**src/rtl/ks_pkg.sv**
```systemverilog
package ks_pkg;

  typedef struct packed {
    logic g;
    logic p;
  } gp_t;

  // merge an upper group with the adjacent lower group
  function automatic gp_t black_cell(logic g_hi, logic p_hi, logic g_lo, logic p_lo);
    gp_t r;
    r.g = g_hi | (p_hi & g_lo);
    r.p = p_hi & p_lo;
    return r;
  endfunction

endpackage

```
**src/rtl/ks_bitgen.sv**
```systemverilog
module ks_bitgen #(
  parameter int WIDTH = 32
) (
  input  logic [WIDTH-1:0] a_i,
  input  logic [WIDTH-1:0] b_i,
  output logic [WIDTH-1:0] g_o,
  output logic [WIDTH-1:0] p_o
);
  assign g_o = a_i & b_i;
  assign p_o = a_i ^ b_i;
endmodule

```
**src/rtl/ks_prefix_span.sv**
```systemverilog
module ks_prefix_span #(
  parameter int WIDTH     = 32,
  parameter int LVL_FIRST = 1,
  parameter int LVL_LAST  = 3
) (
  input  logic [WIDTH-1:0] g_i,
  input  logic [WIDTH-1:0] p_i,
  output logic [WIDTH-1:0] g_o,
  output logic [WIDTH-1:0] p_o
);
  localparam int NSPAN = LVL_LAST - LVL_FIRST + 1;

  logic [NSPAN:0][WIDTH-1:0] g_s;
  logic [NSPAN:0][WIDTH-1:0] p_s;

  assign g_s[0] = g_i;
  assign p_s[0] = p_i;

  for (genvar j = 0; j < NSPAN; j++) begin : g_lvl
    localparam int DIST = 1 << (LVL_FIRST + j - 1);
    for (genvar i = 0; i < WIDTH; i++) begin : g_bit
      if (i < DIST) begin : g_pass
        assign g_s[j+1][i] = g_s[j][i];
        assign p_s[j+1][i] = p_s[j][i];
      end else begin : g_cell
        ks_pkg::gp_t res;
        assign res = ks_pkg::black_cell(g_s[j][i], p_s[j][i],
                                        g_s[j][i-DIST], p_s[j][i-DIST]);
        assign g_s[j+1][i] = res.g;
        assign p_s[j+1][i] = res.p;
      end
    end
  end

  assign g_o = g_s[NSPAN];
  assign p_o = p_s[NSPAN];
endmodule

```
**src/rtl/ks_sum_gen.sv**
```systemverilog
module ks_sum_gen #(
  parameter int WIDTH = 32
) (
  input  logic [WIDTH-1:0] grp_g_i,
  input  logic [WIDTH-1:0] grp_p_i,
  input  logic [WIDTH-1:0] half_i,
  input  logic             cin_i,
  output logic [WIDTH-1:0] sum_o,
  output logic             cout_o
);
  logic [WIDTH-1:0] carry;

  // carry-in is merged after the tree: c[i] = G(i:0) | P(i:0) & cin
  assign carry  = grp_g_i | (grp_p_i & {WIDTH{cin_i}});
  assign sum_o  = half_i ^ {carry[WIDTH-2:0], cin_i};
  assign cout_o = carry[WIDTH-1];
endmodule

```
**src/rtl/ks_pipe_adder.sv**
```systemverilog
module ks_pipe_adder #(
  parameter int WIDTH = 32,
  parameter int SPLIT = 3
) (
  input  logic             clk_i,
  input  logic             rst_ni,
  input  logic             valid_i,
  input  logic [WIDTH-1:0] a_i,
  input  logic [WIDTH-1:0] b_i,
  input  logic             cin_i,
  output logic [WIDTH-1:0] sum_o,
  output logic             cout_o,
  output logic             valid_o
);
  localparam int LEVELS = $clog2(WIDTH);

  // stage 1
  logic [WIDTH-1:0] bit_g, bit_p;
  logic [WIDTH-1:0] mid_g, mid_p;

  ks_bitgen #(.WIDTH(WIDTH)) u_bitgen (
    .a_i (a_i),
    .b_i (b_i),
    .g_o (bit_g),
    .p_o (bit_p)
  );

  ks_prefix_span #(.WIDTH(WIDTH), .LVL_FIRST(1), .LVL_LAST(SPLIT)) u_span_lo (
    .g_i (bit_g),
    .p_i (bit_p),
    .g_o (mid_g),
    .p_o (mid_p)
  );

  logic             s1_valid;
  logic [WIDTH-1:0] s1_g, s1_p, s1_half;
  logic             s1_cin;

  always_ff @(posedge clk_i or negedge rst_ni) begin
    if (!rst_ni) s1_valid <= 1'b0;
    else         s1_valid <= valid_i;
  end

  always_ff @(posedge clk_i) begin
    if (valid_i) begin
      s1_g    <= mid_g;
      s1_p    <= mid_p;
      s1_half <= bit_p;
      s1_cin  <= cin_i;
    end
  end

  // stage 2
  logic [WIDTH-1:0] fin_g, fin_p;
  logic [WIDTH-1:0] sum_d;
  logic             cout_d;

  ks_prefix_span #(.WIDTH(WIDTH), .LVL_FIRST(SPLIT+1), .LVL_LAST(LEVELS)) u_span_hi (
    .g_i (s1_g),
    .p_i (s1_p),
    .g_o (fin_g),
    .p_o (fin_p)
  );

  ks_sum_gen #(.WIDTH(WIDTH)) u_sum (
    .grp_g_i (fin_g),
    .grp_p_i (fin_p),
    .half_i  (s1_half),
    .cin_i   (s1_cin),
    .sum_o   (sum_d),
    .cout_o  (cout_d)
  );

  logic             out_valid;
  logic [WIDTH-1:0] sum_q;
  logic             cout_q;

  always_ff @(posedge clk_i or negedge rst_ni) begin
    if (!rst_ni) out_valid <= 1'b0;
    else         out_valid <= s1_valid;
  end

  always_ff @(posedge clk_i) begin
    if (s1_valid) begin
      sum_q  <= sum_d;
      cout_q <= cout_d;
    end
  end

  assign sum_o   = sum_q;
  assign cout_o  = cout_q;
  assign valid_o = out_valid;
endmodule

```
**config.mk**
```make
export PLATFORM = sky130hd
export DESIGN_NAME = ks_pipe_adder
export DESIGN_NICKNAME = d
export VERILOG_FILES = /design/src/rtl/ks_pkg.sv /design/src/rtl/ks_bitgen.sv /design/src/rtl/ks_prefix_span.sv /design/src/rtl/ks_sum_gen.sv /design/src/rtl/ks_pipe_adder.sv
export SDC_FILE = /design/constraint.sdc
export NUM_CORES = 1
export LEC_CHECK = 0
export ABC_AREA = 0
export BUFFER_PORTS_ARGS = -buffer_cell sky130_fd_sc_hd__buf_2
export CAP_MARGIN = 25
export CORE_ASPECT_RATIO = 1.1
export CORE_MARGIN = 3
export CORE_UTILIZATION = 55
export DETAILED_ROUTE_END_ITERATION = 10
export PLACE_DENSITY = 0.74
export SYNTH_ARGS = -nofsm -noshare
export SYNTH_HDL_FRONTEND = slang
export SYNTH_SLANG_ARGS = --single-unit
```
**constraint.sdc**
```tcl
create_clock -name clk_i -period 1.7 [get_ports clk_i]
set_clock_uncertainty 0.05 [all_clocks]
set_input_delay 0.17 -clock clk_i [delete_from_list [all_inputs] [get_ports clk_i]]
set_output_delay 0.17 -clock clk_i [all_outputs]
set_load 0.05 [all_outputs]
```
Word level (Yosys, flattened, before mapping):

Cells that the tools add are included.

* bitwise logic cells: 392

Operators with widths (number)
* bitwise AND 1 bit: 258
* OR 1 bit: 129
* bitwise AND 32 bit: 2
* bitwise XOR 32 bit: 2
* OR 32 bit: 1

* register bits after elaboration: 132
* input bits: 68
* output and inout port bits: 34
* word-level logic and storage cells: 400

Logic depth before layout (Yosys ltp):

* depth in word-level cells: 7
* mapped depth: 5
* depth with buffers taken out: 4

Hierarchy:

From an unflattened synthesis, not the netlist that was laid out.

* cells, all modules: 483
* area total of the unflattened synthesis: 6558.8 um2

Modules (own cells, without submodules)
* ks_pipe_adder: instances 1, cells an instance 132, area an instance 3953.8 um2, seq. area each 3953.8 um2
* ks_prefix_span at u_span_lo: instances 1, cells an instance 179, area an instance 985.9 um2, seq. area each 0.0 um2
* ks_sum_gen: instances 1, cells an instance 68, area an instance 694.4 um2, seq. area each 0.0 um2
* ks_prefix_span at u_span_hi: instances 1, cells an instance 72, area an instance 524.3 um2, seq. area each 0.0 um2
* ks_bitgen: instances 1, cells an instance 32, area an instance 400.4 um2, seq. area each 0.0 um2

Least setup slack after synthesis:

No wires, ideal clock.

* path type: register to register
* start: reg s1_cin
* end: reg cout_q (netlist: cout_o), data pin
* arrival: 1.184 ns
* required time: 1.396 ns
* slack: 0.212 ns
* cell stages (with the launch flop): 5
* path buffers: 1
* cell sequence: edfxtp_1 buf_6 a21oi_1 o211ai_1 a21o_1

* cells in the longest elaborated chain, start to end: 2

RTL lines
* from (decl): RTL line ks_pipe_adder.sv:37 `logic s1_cin;`
* from (signal assigned): RTL line ks_pipe_adder.sv:49 `s1_cin <= cin_i;`
* bitwise AND 32 bit: RTL line ks_sum_gen.sv:14 `assign carry = grp_g_i | (grp_p_i & {WIDTH{cin_i}});`
* OR 32 bit: RTL line ks_sum_gen.sv:14
* via cout_d: RTL line ks_pipe_adder.sv:56 `logic cout_d;`
* to (signal assigned): RTL line ks_pipe_adder.sv:86 `cout_q <= cout_d;`
* to (decl): RTL line ks_pipe_adder.sv:76 `logic cout_q;`

The timed path passes the listed nets, and every way through them passes these cells.
A chain may end at the register's enable or synchronous reset.

Worst setup path in the final report:

* start: reg s1_cin
* end: reg sum_q[28] (netlist: sum_o[28]), data pin

* cells in the longest elaborated chain, start to end: 3

RTL lines
* bitwise AND 32 bit: RTL line ks_sum_gen.sv:14
* OR 32 bit: RTL line ks_sum_gen.sv:14
* bitwise XOR 32 bit: RTL line ks_sum_gen.sv:15 `assign sum_o = half_i ^ {carry[WIDTH-2:0], cin_i};`
* via sum_d[28]: RTL line ks_pipe_adder.sv:55 `logic [WIDTH-1:0] sum_d;`
* to (signal assigned): RTL line ks_pipe_adder.sv:85 `sum_q <= sum_d;`
* to (decl): RTL line ks_pipe_adder.sv:75 `logic [WIDTH-1:0] sum_q;`

The timed path passes the listed nets, and every way through them passes these cells.

==> impl_metrics.prom <==
# TYPE chip_impl_metric gauge
chip_impl_info{name="topRoutingLayerUsed",value="met4"} 1
chip_impl_metric{name="filler_cell_count",unit=""} 768
chip_impl_metric{name="period_share",unit=""} 0.9633
chip_impl_metric{name="antenna_cells_inserted",unit=""} 0
chip_impl_metric{name="power.sequential.fraction",unit=""} 0.434
chip_impl_metric{name="synthesis.area",unit="µm²"} 6143
chip_impl_info{name="critical_path_class",value="reg2reg"} 1
chip_impl_info{name="regToRegStartpoint",value="s1_cin"} 1
chip_impl_info{name="result_of_the_run",value="complete, no violations"} 1
chip_impl_metric{name="critical_path.max_fanout",unit=""} 16
chip_impl_info{name="unrepaired_setup_endpoints_after_global_routing",value="false"} 1
chip_impl_metric{name="synth_fp_nets",unit=""} 568
chip_impl_metric{name="timing.reg2reg.worst_path_depth",unit=""} 5
chip_impl_metric{name="rows",unit=""} 39
chip_impl_metric{name="drt-initial-drc-count",unit=""} 357
chip_impl_metric{name="worst_vdd_ir",unit="mV"} 0.8087
chip_impl_metric{name="portBuffers",unit=""} 101
chip_impl_metric{name="die_w",unit="µm"} 106.8
chip_impl_metric{name="path_clk_slew",unit="ps"} 60
chip_impl_metric{name="pwr_density_cell",unit="nW/µm²"} 1260
chip_impl_metric{name="seq_area",unit="µm²"} 3924
chip_impl_metric{name="power.leakage",unit="nW"} 2.988
chip_impl_metric{name="gp_congestion",unit=""} 0.8858
chip_impl_metric{name="synthesis.instances",unit=""} 467
chip_impl_metric{name="synth.top_cell.area_share",unit=""} 0.6305
chip_impl_info{name="cts_tree",value="done"} 1
chip_impl_metric{name="ctsHtreeMaxLevel",unit=""} 4
chip_impl_metric{name="dieHeight",unit="µm"} 116.8
chip_impl_metric{name="max_cap_violations",unit=""} 0
chip_impl_metric{name="met2_wirelength",unit="µm"} 7274
chip_impl_metric{name="wire_length_of_the_first_global_routing_pass",unit="µm"} 22540
chip_impl_metric{name="finalInstanceArea",unit="µm²"} 7660
chip_impl_info{name="cp-start-kind",value="register"} 1
chip_impl_metric{name="globalRouteOverflowTotal",unit=""} 0
chip_impl_metric{name="floorplan.die_area",unit="µm²"} 12480
chip_impl_metric{name="coreArea",unit="µm²"} 10640
chip_impl_metric{name="ioPinCount",unit=""} 102
chip_impl_metric{name="synth.distinct_cells",unit=""} 30
chip_impl_metric{name="power.switching_fraction",unit=""} 0.2852
chip_impl_metric{name="max-clock-path-buffers",unit=""} 2
chip_impl_info{name="critPathLaunch",value="s1_cin"} 1
chip_impl_metric{name="timing.final.setup_violations",unit=""} 0
chip_impl_metric{name="maximum_number_of_pins_on_one_net_before_global_route_repair",unit=""} 98
chip_impl_metric{name="required",unit="ps"} 1890
chip_impl_metric{name="route.met3.wl",unit="µm"} 918
chip_impl_metric{name="report.final.hold_viol_count",unit=""} 0
chip_impl_metric{name="fin_nets",unit=""} 712
chip_impl_metric{name="post_synth.cell_area_avg",unit="µm²"} 13.16
chip_impl_metric{name="place_hpwl",unit="µm"} 10410
chip_impl_info{name="ys.flop_type",value="edfxtp_1"} 1
chip_impl_metric{name="clk-insertion-delay-late",unit="ps"} 420
chip_impl_metric{name="drtPass1Iterations",unit=""} 5
chip_impl_metric{name="power.combinational.fraction",unit=""} 0.179
chip_impl_metric{name="intPower",unit="mW"} 6.897
chip_impl_metric{name="grt_antenna_before_repair",unit=""} 0
chip_impl_metric{name="totalWireLength",unit="µm"} 14460
chip_impl_metric{name="multiInputGateArea",unit="µm²"} 2156
chip_impl_metric{name="synth_async_sr_flop_share",unit=""} 0.01527
chip_impl_metric{name="synth-edff-count",unit=""} 129
chip_impl_metric{name="synth-warning-count",unit=""} 0
chip_impl_metric{name="clock_power_share",unit=""} 0.387
chip_impl_metric{name="detail_route.vias_per_cell",unit=""} 5.937
chip_impl_metric{name="cts_post_setup_buffers_inserted",unit=""} 0
chip_impl_metric{name="tritoncts.num_buffers",unit=""} 17
chip_impl_metric{name="drc",unit=""} 0
chip_impl_metric{name="wirelength_met1",unit="µm"} 5914
chip_impl_info{name="synth_top_area_cell",value="edfxtp_1"} 1
chip_impl_metric{name="ys_seq_elements",unit=""} 131
chip_impl_metric{name="switching_power",unit="mW"} 2.752
chip_impl_info{name="hold_removal_path_class",value="in2async"} 1
chip_impl_metric{name="slew-limit-headroom",unit=""} 0.6389
chip_impl_metric{name="initial_standard_cell_utilization_of_the_core",unit=""} 0.5775
chip_impl_metric{name="finalWorstPathRequiredPeriod",unit="ps"} 1638
chip_impl_metric{name="achievable-frequency",unit="GHz"} 0.6106
chip_impl_metric{name="final_max_slew_viol_count",unit=""} 0
chip_impl_metric{name="layout-drive-gt1-share",unit=""} 0.2532
chip_impl_info{name="worstSetupEndpointType",value="register"} 1
chip_impl_metric{name="ant_nets",unit=""} 0
chip_impl_metric{name="grt_usage",unit=""} 0.2387
chip_impl_metric{name="setup_total_negative_slack",unit="ps"} 0
chip_impl_metric{name="arrival",unit="ps"} 1820
chip_impl_metric{name="grt_pass1_vias",unit=""} 4558
chip_impl_info{name="ys_top_cells_by_area",value="edfxtp_1 63%, ha_1 6.7%, a21oi_1 3.7%"} 1
chip_impl_metric{name="layout-area-overhead-vs-synth",unit="%"} 24.68
chip_impl_metric{name="clkSinkCount",unit=""} 131
chip_impl_metric{name="tightestPinTransition",unit="ps"} 536.0
chip_impl_info{name="clock_tree_root_driver_cell",value="clkbuf_16"} 1
chip_impl_metric{name="via_count",unit=""} 4554
chip_impl_metric{name="ys_seq_area_frac",unit=""} 0.6387
chip_impl_metric{name="wire_per_inst",unit="µm"} 18.85
chip_impl_metric{name="dpl_cell_area",unit="µm²"} 7033
## layout by cell type (no fill, tap or decap), types with 4 or more instances in the layout
master and instances:
nand2_1 34, buf_2 100, nand4_1 26, xor2_1 15, xnor2_1 9, clkbuf_16 17, a211oi_1 5, or4b_1 7
buf_4 22, a21o_1 9, clkinv_4 4, edfxtp_1 129, inv_6 4, nor2_1 36, ha_1 33, and3b_1 6
o21a_1 25, o21bai_1 8, inv_1 13, a21oi_1 45, o211ai_1 8, o21ai_0 30, o2111ai_1 7, o221ai_1 4
## repair_timing
item	CTS	global route
resized for setup	0	0
hold buffers	2	0
endpoints found under the hold margin	3	0
## worst paths after layout
path / endpoint / slack, ps
min in group clk_i: s1_p[0] / 90
max: sum_o[28] / 60
max reg2reg: sum_o[28] / 60
min reg2reg: cout_o / 450
max in group asynchronous: valid_o / 1490
min: s1_valid / 20
## area by class of cell
type                       instances  share of cell area
sequential                       131              0.5123
multi-input combinational        321              0.2814
clock inverter                    14             0.02319
timing repair buffer             127             0.09735
inverter                          13            0.006370
tap                              143             0.02336
clock buffer                      18             0.05603
## Yosys cell counts (all sizes together) (2+ instances only)
cell type / instances
nor3b: 2
dfrtp: 2
nand2: 34
nor2: 36
ha: 33
o221ai: 4
o211ai: 8
a21o: 9
xor2: 15
o2111ai: 7
inv: 13
nand4: 26
and2: 2
xnor2: 9
a211oi: 7
a21oi: 45
o21bai: 8
and3: 2
and3b: 6
o21ai: 30
edfxtp: 129
or4b: 7
o21a: 25
nor3: 3
## logic make-up after synthesis
family                     synth area share
xor gates and xnor gates            0.03422
adders and majority gates           0.06721
buffers and inverters               0.01039
and+or+nand+nor                      0.1004
AOI/OAI and AO/OA                    0.1491
DFF                                  0.6387
## sequential cells by signal (all words and copies together) (netlist names)
signal and cells:
s1_g 32, s1_cin 1, s1_p 32, sum_o 32, cout_o 1, s1_half 31
valid_o 1, s1_valid 1
## per-stage QoR
step / std cells / hold slack, ps / total power [mW] / worst slack (ps) / utilization
floorplan: 467 / -175.6 / 5.340 / 211.8 / -
global placement: 733 / -96.64 / 5.900 / 158.1 / 0.6611
detailed placement: 733 / -93.79 / 5.940 / 112.1 / 0.6611
CTS: 767 / 2.562 / 9.653 / 75.12 / 0.7201
global route: 767 / 29.44 / 9.990 / 17.56 / 0.7201
finish: 767 / 15.73 / 9.649 / 62.31 / 0.7201
## metal layers
layer	up-vias	GRT usage
met2	215	0.3921
li1	2137	-
met3	40	0.04498
met5	-	0
met4	0	0.1151
met1	2162	0.3101
## power groups by stage
stage	logic (mW)	registers, mW	clock network [mW]
after floorplan	0.649	4.69	0
after global routing	1.85	4.22	3.92
after global placement	1.67	4.23	0
after CTS	1.72	4.18	3.75
final	1.73	4.18	3.74
after detailed placement	1.70	4.24	0
## critical path, cell delays in order (launching register included)
cell,delay [ps]
edfxtp_1,370
buf_12,160
a211oi_1,80
buf_4,150
or4b_1,520
o2111ai_1,130
Power figures use the tool's default switching activity.
